**config.mk**
```make
export PLATFORM = sky130hd
export DESIGN_NAME = cfg_indexed_port
export DESIGN_NICKNAME = d
export VERILOG_FILES = /design/src/rtl/cfgp_pkg.sv /design/src/rtl/cfgp_ptr_unit.sv /design/src/rtl/cfgp_bank_file.sv /design/src/rtl/cfgp_ctl_regs.sv /design/src/rtl/cfg_indexed_port.sv
export SDC_FILE = /design/constraint.sdc
export NUM_CORES = 1
export LEC_CHECK = 0
export BUFFER_PORTS_ARGS = -buffer_cell sky130_fd_sc_hd__clkbuf_2
export CAP_MARGIN = 20
export CORE_ASPECT_RATIO = 1.4
export CORE_UTILIZATION = 45
export DETAILED_ROUTE_END_ITERATION = 16
export HOLD_SLACK_MARGIN = 0.08
export PLACE_DENSITY = 0.73
export SYNTH_ARGS = -nofsm -noshare
export SYNTH_HDL_FRONTEND = slang
export SYNTH_SLANG_ARGS = --single-unit
```
**constraint.sdc**
```tcl
create_clock -name clk -period 2.38 [get_ports clk]
set_input_delay 0.119 -clock clk [delete_from_list [all_inputs] [get_ports clk]]
set_output_delay 0.119 -clock clk [all_outputs]
set_load 0.05 [all_outputs]
```
**src/rtl/cfgp_pkg.sv**
```systemverilog
package cfgp_pkg;
    localparam int DATA_W  = 16;
    localparam int BYTE_W  = 8;
    localparam int N_CH    = 2;
    localparam int N_REGS  = 7;
    localparam int IDX_W   = 3;
    localparam int OFF_W   = 2;
    localparam int BANK_W  = $clog2(N_CH);

    localparam logic [OFF_W-1:0] OFF_DATA = 2'd0;
    localparam logic [OFF_W-1:0] OFF_PTR  = 2'd1;
    localparam logic [OFF_W-1:0] OFF_STAT = 2'd2;
    localparam logic [OFF_W-1:0] OFF_MASK = 2'd3;

    typedef struct packed {
        logic             adv;
        logic             wait1;
        logic             burst_off;
        logic             rsvd;
        logic             bank;
        logic [IDX_W-1:0] idx;
    } ptr_t;

    localparam ptr_t PTR_RESET = '{adv: 1'b0, wait1: 1'b1, burst_off: 1'b0,
                                   rsvd: 1'b0, bank: 1'b0, idx: '0};

    typedef enum logic [1:0] {
        ACC_NONE,
        ACC_READ,
        ACC_WRITE
    } acc_kind_e;

    function automatic ptr_t ptr_load(input logic [BYTE_W-1:0] b);
        ptr_t p;
        p = ptr_t'(b);
        p.rsvd = 1'b0;
        return p;
    endfunction

    function automatic logic [BYTE_W-1:0] ptr_view(input ptr_t p);
        ptr_t v;
        v = p;
        v.burst_off = 1'b0;
        v.rsvd = 1'b0;
        return BYTE_W'(v);
    endfunction
endpackage

```
**src/rtl/cfgp_ptr_unit.sv**
```systemverilog
module cfgp_ptr_unit
    import cfgp_pkg::*;
(
    input  logic              clk,
    input  logic              rst,
    input  logic              ptr_we,
    input  logic [BYTE_W-1:0] ptr_wdata,
    input  logic              data_acc,
    output ptr_t              ptr_q
);
    always_ff @(posedge clk) begin
        if (rst) begin
            ptr_q <= PTR_RESET;
        end else if (ptr_we) begin
            ptr_q <= ptr_load(ptr_wdata);
        end else if (data_acc && ptr_q.adv) begin
            ptr_q.idx <= ptr_q.idx + 1'b1;
        end
    end
endmodule

```
**src/rtl/cfgp_bank_file.sv**
```systemverilog
module cfgp_bank_file
    import cfgp_pkg::*;
(
    input  logic              clk,
    input  logic              rst,
    input  logic              we,
    input  logic              bank,
    input  logic [IDX_W-1:0]  idx,
    input  logic [DATA_W-1:0] wdata,
    output logic [DATA_W-1:0] rd_word
);
    logic [DATA_W-1:0] regs [N_CH][N_REGS];
    logic [DATA_W-1:0] ch_word [N_CH];

    for (genvar c = 0; c < N_CH; c++) begin : g_ch
        for (genvar i = 0; i < N_REGS; i++) begin : g_reg
            always_ff @(posedge clk) begin
                if (rst) begin
                    regs[c][i] <= '0;
                end else if (we && (BANK_W'(bank) == BANK_W'(c)) &&
                             (idx == IDX_W'(i))) begin
                    regs[c][i] <= wdata;
                end
            end
        end

        always_comb begin
            ch_word[c] = '0;
            for (int i = 0; i < N_REGS; i++) begin
                if (idx == IDX_W'(i)) ch_word[c] = regs[c][i];
            end
        end
    end

    always_comb begin
        rd_word = '0;
        for (int c = 0; c < N_CH; c++) begin
            if (BANK_W'(bank) == BANK_W'(c)) rd_word = ch_word[c];
        end
    end
endmodule

```
**src/rtl/cfgp_ctl_regs.sv**
```systemverilog
module cfgp_ctl_regs
    import cfgp_pkg::*;
(
    input  logic              clk,
    input  logic              rst,
    input  logic              test_we,
    input  logic              mask_we,
    input  logic [BYTE_W-1:0] wbyte,
    input  logic [N_CH-1:0]   ch_drv_irq,
    input  logic [N_CH-1:0]   ch_bm_irq,
    input  logic              legacy_hdr,
    output logic [1:0]        test_q,
    output logic [N_CH-1:0]   mask_q,
    output logic [BYTE_W-1:0] stat_byte,
    output logic [BYTE_W-1:0] mask_byte,
    output logic [N_CH-1:0]   irq_out
);
    always_ff @(posedge clk) begin
        if (rst) begin
            test_q <= '0;
            mask_q <= '0;
        end else begin
            if (test_we) test_q <= wbyte[1:0];
            if (mask_we) mask_q <= wbyte[N_CH-1:0];
        end
    end

    always_comb begin
        stat_byte    = '0;
        stat_byte[0] = ch_drv_irq[0];
        stat_byte[1] = ch_bm_irq[0];
        mask_byte    = '0;
        mask_byte[N_CH-1:0] = mask_q;
        mask_byte[2] = ch_drv_irq[1];
        mask_byte[3] = ch_bm_irq[1];
        mask_byte[4] = legacy_hdr;
    end

    for (genvar c = 0; c < N_CH; c++) begin : g_irq
        assign irq_out[c] = (ch_drv_irq[c] | ch_bm_irq[c]) & ~mask_q[c];
    end
endmodule

```
**src/rtl/cfg_indexed_port.sv**
```systemverilog
module cfg_indexed_port
    import cfgp_pkg::*;
(
    input  logic              clk,
    input  logic              rst,
    input  logic              acc_en,
    input  logic              acc_wr,
    input  logic [1:0]        acc_off,
    input  logic [15:0]       wdata,
    output logic [15:0]       rdata,
    input  logic [1:0]        ch_drv_irq,
    input  logic [1:0]        ch_bm_irq,
    input  logic              legacy_hdr,
    output logic              burst_off,
    output logic              post_wait,
    output logic              legacy_mode,
    output logic              test_mode,
    output logic [1:0]        irq_out
);
    acc_kind_e         kind;
    ptr_t              ptr_q;
    logic [1:0]        test_q;
    logic [N_CH-1:0]   mask_q;
    logic [BYTE_W-1:0] stat_byte;
    logic [BYTE_W-1:0] mask_byte;
    logic [DATA_W-1:0] bank_word;
    logic              data_acc;

    always_comb begin
        if (!acc_en)     kind = ACC_NONE;
        else if (acc_wr) kind = ACC_WRITE;
        else             kind = ACC_READ;
    end

    assign data_acc = (kind != ACC_NONE) && (acc_off == OFF_DATA);

    cfgp_ptr_unit u_ptr (
        .clk       (clk),
        .rst       (rst),
        .ptr_we    ((kind == ACC_WRITE) && (acc_off == OFF_PTR)),
        .ptr_wdata (wdata[BYTE_W-1:0]),
        .data_acc  (data_acc),
        .ptr_q     (ptr_q)
    );

    cfgp_bank_file u_banks (
        .clk     (clk),
        .rst     (rst),
        .we      ((kind == ACC_WRITE) && (acc_off == OFF_DATA)),
        .bank    (ptr_q.bank),
        .idx     (ptr_q.idx),
        .wdata   (wdata),
        .rd_word (bank_word)
    );

    cfgp_ctl_regs u_ctl (
        .clk        (clk),
        .rst        (rst),
        .test_we    ((kind == ACC_WRITE) && (acc_off == OFF_STAT)),
        .mask_we    ((kind == ACC_WRITE) && (acc_off == OFF_MASK)),
        .wbyte      (wdata[BYTE_W-1:0]),
        .ch_drv_irq (ch_drv_irq),
        .ch_bm_irq  (ch_bm_irq),
        .legacy_hdr (legacy_hdr),
        .test_q     (test_q),
        .mask_q     (mask_q),
        .stat_byte  (stat_byte),
        .mask_byte  (mask_byte),
        .irq_out    (irq_out)
    );

    always_comb begin
        rdata = '0;
        if (kind == ACC_READ) begin
            unique case (acc_off)
                OFF_DATA: rdata = bank_word;
                OFF_PTR:  rdata = DATA_W'(ptr_view(ptr_q));
                OFF_STAT: rdata = DATA_W'(stat_byte);
                OFF_MASK: rdata = DATA_W'(mask_byte);
                default:  rdata = '0;
            endcase
        end
    end

    assign burst_off   = ptr_q.burst_off;
    assign post_wait   = ptr_q.wait1;
    assign legacy_mode = test_q[1];
    assign test_mode   = test_q[0];
endmodule

```
# After elaboration in Yosys (flattened, before gate mapping)
# Memory sizes are Yosys's and may differ from the RTL's.
# Cells that the tools add are included.
# totals
reg_bits	11
latchBits	0
ram_bits	224
rom_bits	0
inputBits	27
out_inout_bits	22
elab_cells	146
n_memories	1
# memory_table
name	depth	word_bits	read_ports	rd_ports_with_merged_regs	wr	line_no	source
u_banks.regs	2	112	2	0	2	cfgp_bank_file.sv:12	logic [DATA_W-1:0] regs [N_CH][N_REGS];
# classes
n_addsub	1
multipliers	0
n_div	0
order_cmp	0
n_eq_ne	11
n_shift	0
muxes	79
bitwise	21
n_reduce_logical	26
# ops
cell	count
2-to-1 mux 16 bit	30
case mux 16 bit (4 select lines)	1
2-to-1 mux 1 bit	44
logical AND 1 bit	22
bitwise OR 1 bit	16
== test 3 bit (second input constant)	3
== test 2 bit (second input constant)	3
== test 3 x 2 -> 1 bit (second input constant)	2
2-to-1 mux 3 bit	2
== test 2 x 1 -> 1 bit (second input constant)	2
2-to-1 mux 2 bit	2
nonzero test 2 bit	2
adder 3 x 1 -> 3 bit (second input constant)	1
== test 3 x 1 -> 1 bit (second input constant)	1
logical NOT 3 bit	1
inverter 1 bit	3
AND 1 bit	2
logical NOT 2 bit	1

# Longest topological paths before layout
# Gate-level depths: netlist (run 1).
# logic_depth
depth_word	11
ltp_mapped	10

# Cells and area by module
# From an unflattened synthesis (run 1), not the netlist that was laid out.
# hier_totals
hier_cells	966
hier_area_um2	12318.1
# by_module_without_submodules
mod	n_inst	cells_per_inst	area_each_um2	seq_area_each_um2
cfgp_bank_file	1	851	11330.9	6726.5
cfg_indexed_port	1	49	364.1	0.0
cfgp_ptr_unit	1	33	349.1	140.1
cfgp_ctl_regs	1	33	274.0	80.1

# Worst setup path after synthesis (run 1)
# No wires, ideal clock.
# synth_timing
path_kind	register to output
startpoint	register, netlist name u_ptr.ptr_q[2]
endpoint	output port rdata[2]
arrival_time_ps	2807
required_ps	2261
setup_slack_ps	-546
stages_incl_launch_ff	11
n_path_buf	3
cell_sequence	dfxtp_1 > inv_1 > buf_2 > ha_1 > buf_4 > inv_2 > buf_4 > o221ai_1 > o2bb2ai_1 > a22o_1 > a211oi_1
# synth_via
elab_chain_cells	11
word_cells_on_any_way	24
classes_between	6 x eq/ne; 17 x mux; 1 x reduce/logical
# synth_lines
item	line_no	source
logical NOT 3 bit	cfgp_bank_file.sv:30	if (idx == IDX_W'(i)) ch_word[c] = regs[c][i];
2-to-1 mux 16 bit (7 in a row)	cfgp_bank_file.sv:30	
2-to-1 mux 16 bit	cfgp_bank_file.sv:38	if (BANK_W'(bank) == BANK_W'(c)) rd_word = ch_word[c];
case mux 16 bit (4 select lines) *	cfg_indexed_port.sv:75	unique case (acc_off)
2-to-1 mux 16 bit *	cfg_indexed_port.sv:74	if (kind == ACC_READ) begin
end, declared	cfg_indexed_port.sv:10	output logic [15:0] rdata,
# Every way passes the cells marked *; elsewhere a longest branch is shown, timed or not.

# Worst setup path in the final report (run 1)
# layout_timing
startpoint	register, netlist name u_ptr.ptr_q[1]
endpoint	output port rdata[4]
# layout_via
elab_chain_cells	11
word_cells_on_any_way	24
classes_between	6 x eq/ne; 17 x mux; 1 x reduce/logical
# layout_lines
item	line_no
logical NOT 3 bit	cfgp_bank_file.sv:30
2-to-1 mux 16 bit (7 in a row)	cfgp_bank_file.sv:30
2-to-1 mux 16 bit *	cfgp_bank_file.sv:38
case mux 16 bit (4 select lines) *	cfg_indexed_port.sv:75
2-to-1 mux 16 bit *	cfg_indexed_port.sv:74
# Marked as above.

==> summary.txt, run 1 <==
Status
  • Run status: finished, violations left
  • Violations in the final reports: negative setup slack

Timing
  • Final setup skew: 14.67 ps
  • Setup ws final: -346.1 ps
  • Final Cycle Share: 1.145
  • # setup viols final: 16
  • Worst hold slack: 103.9 ps
  • Endpoints failing hold: 0
  • RSZ-0062 raised after global routing: yes
  • Relative slew slack: 0.4561
  • Worst-margin pin slew: 815.8 ps
  • Peak Freq: 0.3668 GHz
  • Final Max Tran Viols: 0
  • Post-route minimum period: 2726 ps

Routing
  • Final antenna-violating net count: 0
  • Number of remaining DRC errors: 0
  • Routed wire length: 34270 um
  • DR vias: 8912
  • Drt first pass iters: 5
  • DRT iter0 DRCs: 1040
  • Avg WL per Cell: 23.46 um
  • Via density: 6.100

Global routing
  • GRT busiest layer: met2
  • GRT met2 Usage: 0.4461
  • Vias in the first global route: 8842
  • Met1 usage: 0.3043
  • Initial antenna violation count: 0
  • Total GRT Usage: 0.2525
  • First-pass GRT wire length: 51430 um
  • Largest net degree at the start of global routing: 66
  • Grt total ovfl: 0
  • Global Route met3 Usage: 0.02766

Cells and area
  • Antenna Cells: 0
  • Share of layout cells above drive strength 1: 0.2726
  • Most frequent cells in the layout: 232 x and2_1, 224 x edfxtp_1, 93 x nand2_1
  • Utilization after layout: 0.5602
  • # fillers: 2053
  • P&R area growth vs syn: 22.64%
  • Most common cell after layout, fill and taps aside: and2_1
  • Area of the multi-input gates: 4982 um^2
  • Fin nets: 1153
  • Non-Filler Instances: 1461
  • Reg area: 6955 um^2

Placement
  • Port bufs: 48
  • GPL Wtd Cong: 0.8701
  • Placed cell count: 1402
  • Hpwl dp: 22090 um

CTS
  • Worst-skew pair later-pin latency: 520 ps
  • CTS clk-pin slew, worst paths: 60 ps
  • TritonCTS clock tree: yes
  • Max Root-Sink Buffers: 3
  • Clock Tree Root: clkbuf_16
  • Clock sink count: 235
  • CTS buffer count: 23
  • CTS H-tree lvls: 1

Pwr
  • VDD IR max: 559.2 uV
  • Net Sw Power: 0.002155 W
  • Combinational share of power: 0.097
  • Pwr dens: 636.7 nW/um^2
  • Sequential power share: 0.508
  • Int Pwr: 0.007123 W
  • Proportion of power drawn by the clock network: 0.395
  • Switching Fraction: 0.2323
  • Static leakage: 5.365 nW
  • Total power draw: 0.009277 W

Floorplanning
  • IO Count: 49
  • Die area: 27070 um^2
  • DIE WIDTH: 139.3 um
  • Core Box Area: 26010 um^2
  • Initial Util: 0.4568
  • Die H: 194.3 um
  • Row count: 70

Synth
  • Yosys top cell area share: 0.5661
  • Synth Cell Area: 11880 um^2
  • Synth top area cells: edfxtp_1 57%, and2_1 12%, nand2_1 3.0%, o21ai_0 2.7%, dfxtp_1 1.9%
  • Syn nets: 1064
  • Unique masters post-synth: 61
  • Predominant post-synthesis flop cell: edfxtp_1
  • Synth area leader: edfxtp_1
  • Post-synthesis sequential area ratio: 0.5847
  • Number of synthesized register bits: 235
  • Syn avg cell area: 11.51 um^2
  • Post-synth EDFFs: 224
  • Post-Synth Adder-Cell Area: 0.005265
  • Yosys Warn Count: 0
  • Post-synthesis compound-gate area fraction: 0.1568
  • Post-synth ARST share: 0
  • Main combinational cell family by area after synthesis: simple AND/OR/NAND/NOR gates
  • Multiplexer area fraction after synthesis: 0.005897
  • Cell count after synthesis: 1032
  • Simple-Gate Fraction of Synth Area: 0.1997
  • Synth Area in XOR/XNOR: 0.0007372

Worst hold path
  • Worst hold path class: in2reg

Critical path
  • Critical path type: reg2out
  • Required @ worst endpoint: 2260 ps
  • CP Launch Type: flop
  • Critical Path End Type: primary output
  • Crit Path Max Fanout: 7
  • Worst endpoint data arrival time: 2610 ps

Job
  • Max_cap viols: 0
==> path summary, 6_finish.rpt <==
kind                                    start                                 to  slack [ps]  cells after the start
setup / recovery  u_ptr.ptr_q[1]$_SDFFE_PP0P_                           rdata[4]        -350                     10
hold / removal                            rst       u_ctl.test_q[0]$_SDFFE_PP0P_         100                      3
setup reg to reg  u_ptr.ptr_q[1]$_SDFFE_PP0P_  u_banks.regs[1][75]$_SDFFCE_PN0P_         100                      7
hold reg to reg   u_ptr.ptr_q[5]$_SDFFE_PP0P_        u_ptr.ptr_q[5]$_SDFFE_PP0P_         480                      2
==> cells in the mapped netlist, types with 2 or more instances <==
cell type and n:
a211oi_1 22, a21o_1 12, a21oi_1 41, a221o_1 11, a221oi_1 14, a22o_1 12
a22oi_1 2, a2bb2oi_1 8, a311oi_1 2, a31o_2 2, a31oi_1 13, a41o_1 8
and2_1 233, and3_1 4, buf_2 34, buf_4 8, buf_6 15, clkbuf_1 33
dfxtp_1 11, edfxtp_1 224, ha_1 5, inv_1 6, mux2i_1 7, nand2_1 94
nand2b_1 7, nand3_1 9, nand3b_1 2, nand4_1 2, nor2_1 26, nor2_4 14
nor2b_1 6, o211ai_1 11, o21ai_0 63, o21ai_1 3, o21bai_1 2, o221ai_1 7
o22ai_1 22, o2bb2ai_1 6, o31ai_1 9
==> state kept, by name (all words and copies together), names as in the netlist <==
register	cells
u_banks.regs	224
u_ctl.mask_q	2
u_ctl.test_q	2
u_ptr.ptr_q	7
==> layer usage <==
layer  part of all wire  up-vias
li1                   -     3956
met1               0.37     4377
met2               0.51      476
met3              0.070      103
met4              0.050        0
met5                  0        -
==> worst max-delay path: stages, from the launching register on <==
cell	delay (ps)
dfxtp_4	360
buf_4	140
ha_4	180
buf_6	140
or2_4	310
a21oi_4	190
o21ai_2	80
a221oi_2	270
buf_4	170
a21oi_2	70
buf_8	160
==> through the flow <==
step	TNS (ps)	setup WS (ps)	area, um^2
detailed placement	-1256	-163.2	12830
floorplan	-79.37	-79.37	11960
global placement	-656.1	-133.4	12830
CTS	-4925	-351.9	14250
finish	-4635	-346.1	14570
global route	-5651	-406.6	14570
==> logic make-up after synthesis <==
group,after synthesis
AND/OR/NAND/NOR,411
AO/OA/AOI/OAI,274
flip-flops,235
buffers and inverters,99
multiplexers,7
adder cells (fa/ha/maj),5
XOR/XNOR,1
==> layout make-up <==
type	count	area share
sequential	235	0.4773
multi-input combinational	700	0.3419
timing repair buffer	154	0.09909
clock buffer	29	0.04173
tap	324	0.02782
clock inverter	12	0.009789
inverter	7	0.002318
==> power by group through the flow <==
| stage | Sequential, W | Clock (W) | Combinational, W |
|---|---|---|---|
| 6_report | 0.00471 | 0.00367 | 0.000896 |
| 3_5_place_dp | 0.00479 | 0 | 0.000736 |
| 5_1_grt | 0.00472 | 0.00384 | 0.000943 |
| 4_1_cts | 0.00471 | 0.00368 | 0.000831 |
| 3_3_place_gp | 0.00479 | 0 | 0.000727 |
| 2_1_floorplan | 0.00478 | 0 | 0.000420 |
==> repair_timing <==
action,CTS,global route
gates cloned,5,1
pin swaps,31,33
setup endpoints to repair,16,18
hold endpoints to repair,2,0
hold buffers,2,0
gates resized for setup,141,70
buffers inserted,6,9
Note: power is estimated with default switching activity, not from simulation.
==> inputs of run 2 (changes only) <==
==> constraint.sdc (replaced) <==
create_clock -name clk -period 2.38 [get_ports clk]
set_input_delay 0.357 -clock clk [delete_from_list [all_inputs] [get_ports clk]]
set_output_delay 0.357 -clock clk [all_outputs]
set_load 0.05 [all_outputs]
==> summary.txt, run 2 (synthesis results as in run 1) <==
Floorplanning
  • DIE WIDTH: 139.3 um (unchanged)
  • IO Count: 49 (unchanged)
  • Die area: 27070 um^2 (unchanged)
  • Die H: 194.3 um (unchanged)
  • Core Box Area: 26010 um^2 (unchanged)
  • Initial Util: 0.4568 (unchanged)
  • Row count: 70 (unchanged)

Routing
  • DR vias: 8877 (-0.39%)
  • Routed wire length: 35000 um (+2.1%)
  • Drt first pass iters: 6 (+1)
  • DRT iter0 DRCs: 913 (-12%)
  • Via density: 6.035 (-1.1%)
  • Avg WL per Cell: 23.79 um (+1.4%)
  • Number of remaining DRC errors: 0 (unchanged)
  • Final antenna-violating net count: 0 (unchanged)

Timing
  • Setup TNS: -8355 ps (-3720 ps)
  • Post-route minimum period: 3001 ps (+274.4 ps)
  • Relative slew slack: 0.6878 (+0.2317)
  • Final Cycle Share: 1.261 (+0.1153)
  • Endpoints failing hold: 0 (unchanged)
  • Setup ws final: -620.5 ps (-274.4 ps)
  • Peak Freq: 0.3333 GHz (-9.1%)
  • # setup viols final: 16 (unchanged)
  • RSZ-0062 raised after global routing: yes
  • Final setup skew: 8.286 ps (-6.385 ps)
  • Final Max Tran Viols: 0 (unchanged)
  • Worst-margin pin slew: 468.2 ps (-347.6 ps)

Global routing
  • Total GRT Usage: 0.2562 (+0.003705)
  • Grt total ovfl: 0 (unchanged)
  • Initial antenna violation count: 0 (unchanged)
  • First-pass GRT wire length: 52010 um (+1.1%)
  • Largest net degree at the start of global routing: 34 (-48%)
  • Vias in the first global route: 8735 (-1.2%)

Pwr
  • Static leakage: 5.456 nW (+1.7%)
  • VDD IR max: 425.5 uV (-24%)
  • Pwr dens: 644.7 nW/um^2 (+1.3%)

Worst hold path
  • Worst hold path class: in2reg
  • Hold Crit Depth: 3 (unchanged)

Cells and area
  • Share of layout cells above drive strength 1: 0.2642 (-0.008480)
  • P&R area growth vs syn: 24.42%
  • Non-Filler Instances: 1471 (+0.68%)
  • Max reg flops: 224 (unchanged)
  • Utilization after layout: 0.5683 (+0.008129)
  • Top flop regs: u_banks.regs: 224 flops, u_ptr.ptr_q: 7 flops
  • # fillers: 2032 (-1.0%)
  • Top reg by flops: u_banks.regs
  • Design area: 14780 um^2 (+1.5%)
  • Most common cell after layout, fill and taps aside: and2_1
  • Most frequent cells in the layout: 233 x and2_1, 224 x edfxtp_1, 94 x nand2_1
  • Fin nets: 1163 (+0.87%)
  • Antenna Cells: 0 (unchanged)

Placement
  • GPL Wtd Cong: 0.9601 (+10%)
  • DP Area: 13210 um^2 (+2.9%)
  • Port bufs: 48 (unchanged)
  • Placement Setup Slack: -372.8 ps (-209.6 ps)
  • Hpwl dp: 23210 um (+5.1%)
  • Placed cell count: 1416 (+1.0%)

Critical path
  • Critical Path End Type: primary output
  • Slowest-stage cell, CP: a222oi_1
  • Most used cell along the critical path: ha_4
  • Required @ worst endpoint: 2020 ps (-240 ps)
  • Crit Path Max Fanout: 23 (+16)
  • Critical path cell sequence: ha_4, ha_4, buf_12, inv_16, o221ai_1, a222oi_1, o32ai_2, a21oi_4, buf_8
  • CP Launch Type: flop
  • Critical path type: reg2out
  • Worst endpoint data arrival time: 2640 ps (+30 ps)
  • CP peak stage delay: 430 ps (+70 ps)
  • Worst R2R Path Depth: 8 (+1)

CTS
  • Clock sink count: 235 (unchanged)
  • CTS clk-pin slew, worst paths: 60 ps (about the same)
  • # hold bufs at CTS: 0 (-2)
  • Clock Tree Root: clkbuf_16
  • Worst-skew pair later-pin latency: 520 ps (about the same)
  • CTS H-tree lvls: 1 (unchanged)
  • TritonCTS clock tree: yes
  • Max Root-Sink Buffers: 3 (unchanged)
  • CTS buffer count: 23 (unchanged)

Status
  • Run status: finished, violations left
  • Violations in the final reports: negative setup slack

Job
  • Max_cap viols: 0 (unchanged)
## run 2: stage by stage
stage | hold WS, ps | power (W)
finish | 333.0 | 0.009531
CTS | 315.2 | 0.009476
detailed placement | 468.0 | 0.005615
global route | 340.8 | 0.009752
global placement | 466.7 | 0.005602
floorplan | 445.1 | 0.005217
## run 2: repair_timing
item | 4_1_cts | 5_1_grt
setup buffers | 5 | 4
cloned | 1 | 5
pin swaps | 22 | 34
resized for setup | 104 | 59
setup endpoints to repair | 16 | 16
## run 2: metal layers
metal | wire (um) | GRT usage | vias up
met5 | 0 | 0 | -
met4 | 1922 | 0.1366 | 0
met3 | 2062 | 0.02988 | 125
met2 | 18340 | 0.4660 | 446
met1 | 12680 | 0.2923 | 4337
li1 | - | - | 3969
## run 2: layout make-up
type	instances	area, um^2	area share
clock buffers	24	579.3	0.03919
inverters	7	47.55	0.003216
clock inverters	17	214.0	0.01447
multi-input cells	700	4923	0.3331
repair buffers	164	1657	0.1121
flip-flops and latches	235	6957	0.4706
well taps	324	405.4	0.02742
## run 2: worst paths after layout
| check | startpoint | endpoint | slack [ps] |
|---|---|---|---|
| max | u_ptr.ptr_q[1]$_SDFFE_PP0P_ | rdata[4] | -620 |
| min | wdata[2] | u_ptr.ptr_q[2]$_SDFFE_PP0P_ | 330 |
| max reg2reg | u_ptr.ptr_q[1]$_SDFFE_PP0P_ | u_banks.regs[0][19]$_SDFFCE_PN0P_ | 170 |
| min reg2reg | u_ptr.ptr_q[5]$_SDFFE_PP0P_ | u_ptr.ptr_q[5]$_SDFFE_PP0P_ | 470 |
## run 2: critical path, delay by kind of cell, from the launching register on
kind                     cells  cell delay [ps]
buffers and inverters        3              430
flip-flops                   1              380
AO/OA/AOI/OAI                4              950
adder cells (fa/ha/maj)      2              370
## run 2: report_power, final
part | internal [W] | total (W) | switching (W)
Clock | 0.00231 | 0.00388 | 0.00157
Sequential | 0.00465 | 0.00472 | 0.0000649
Combinational | 0.000355 | 0.000937 | 0.000582
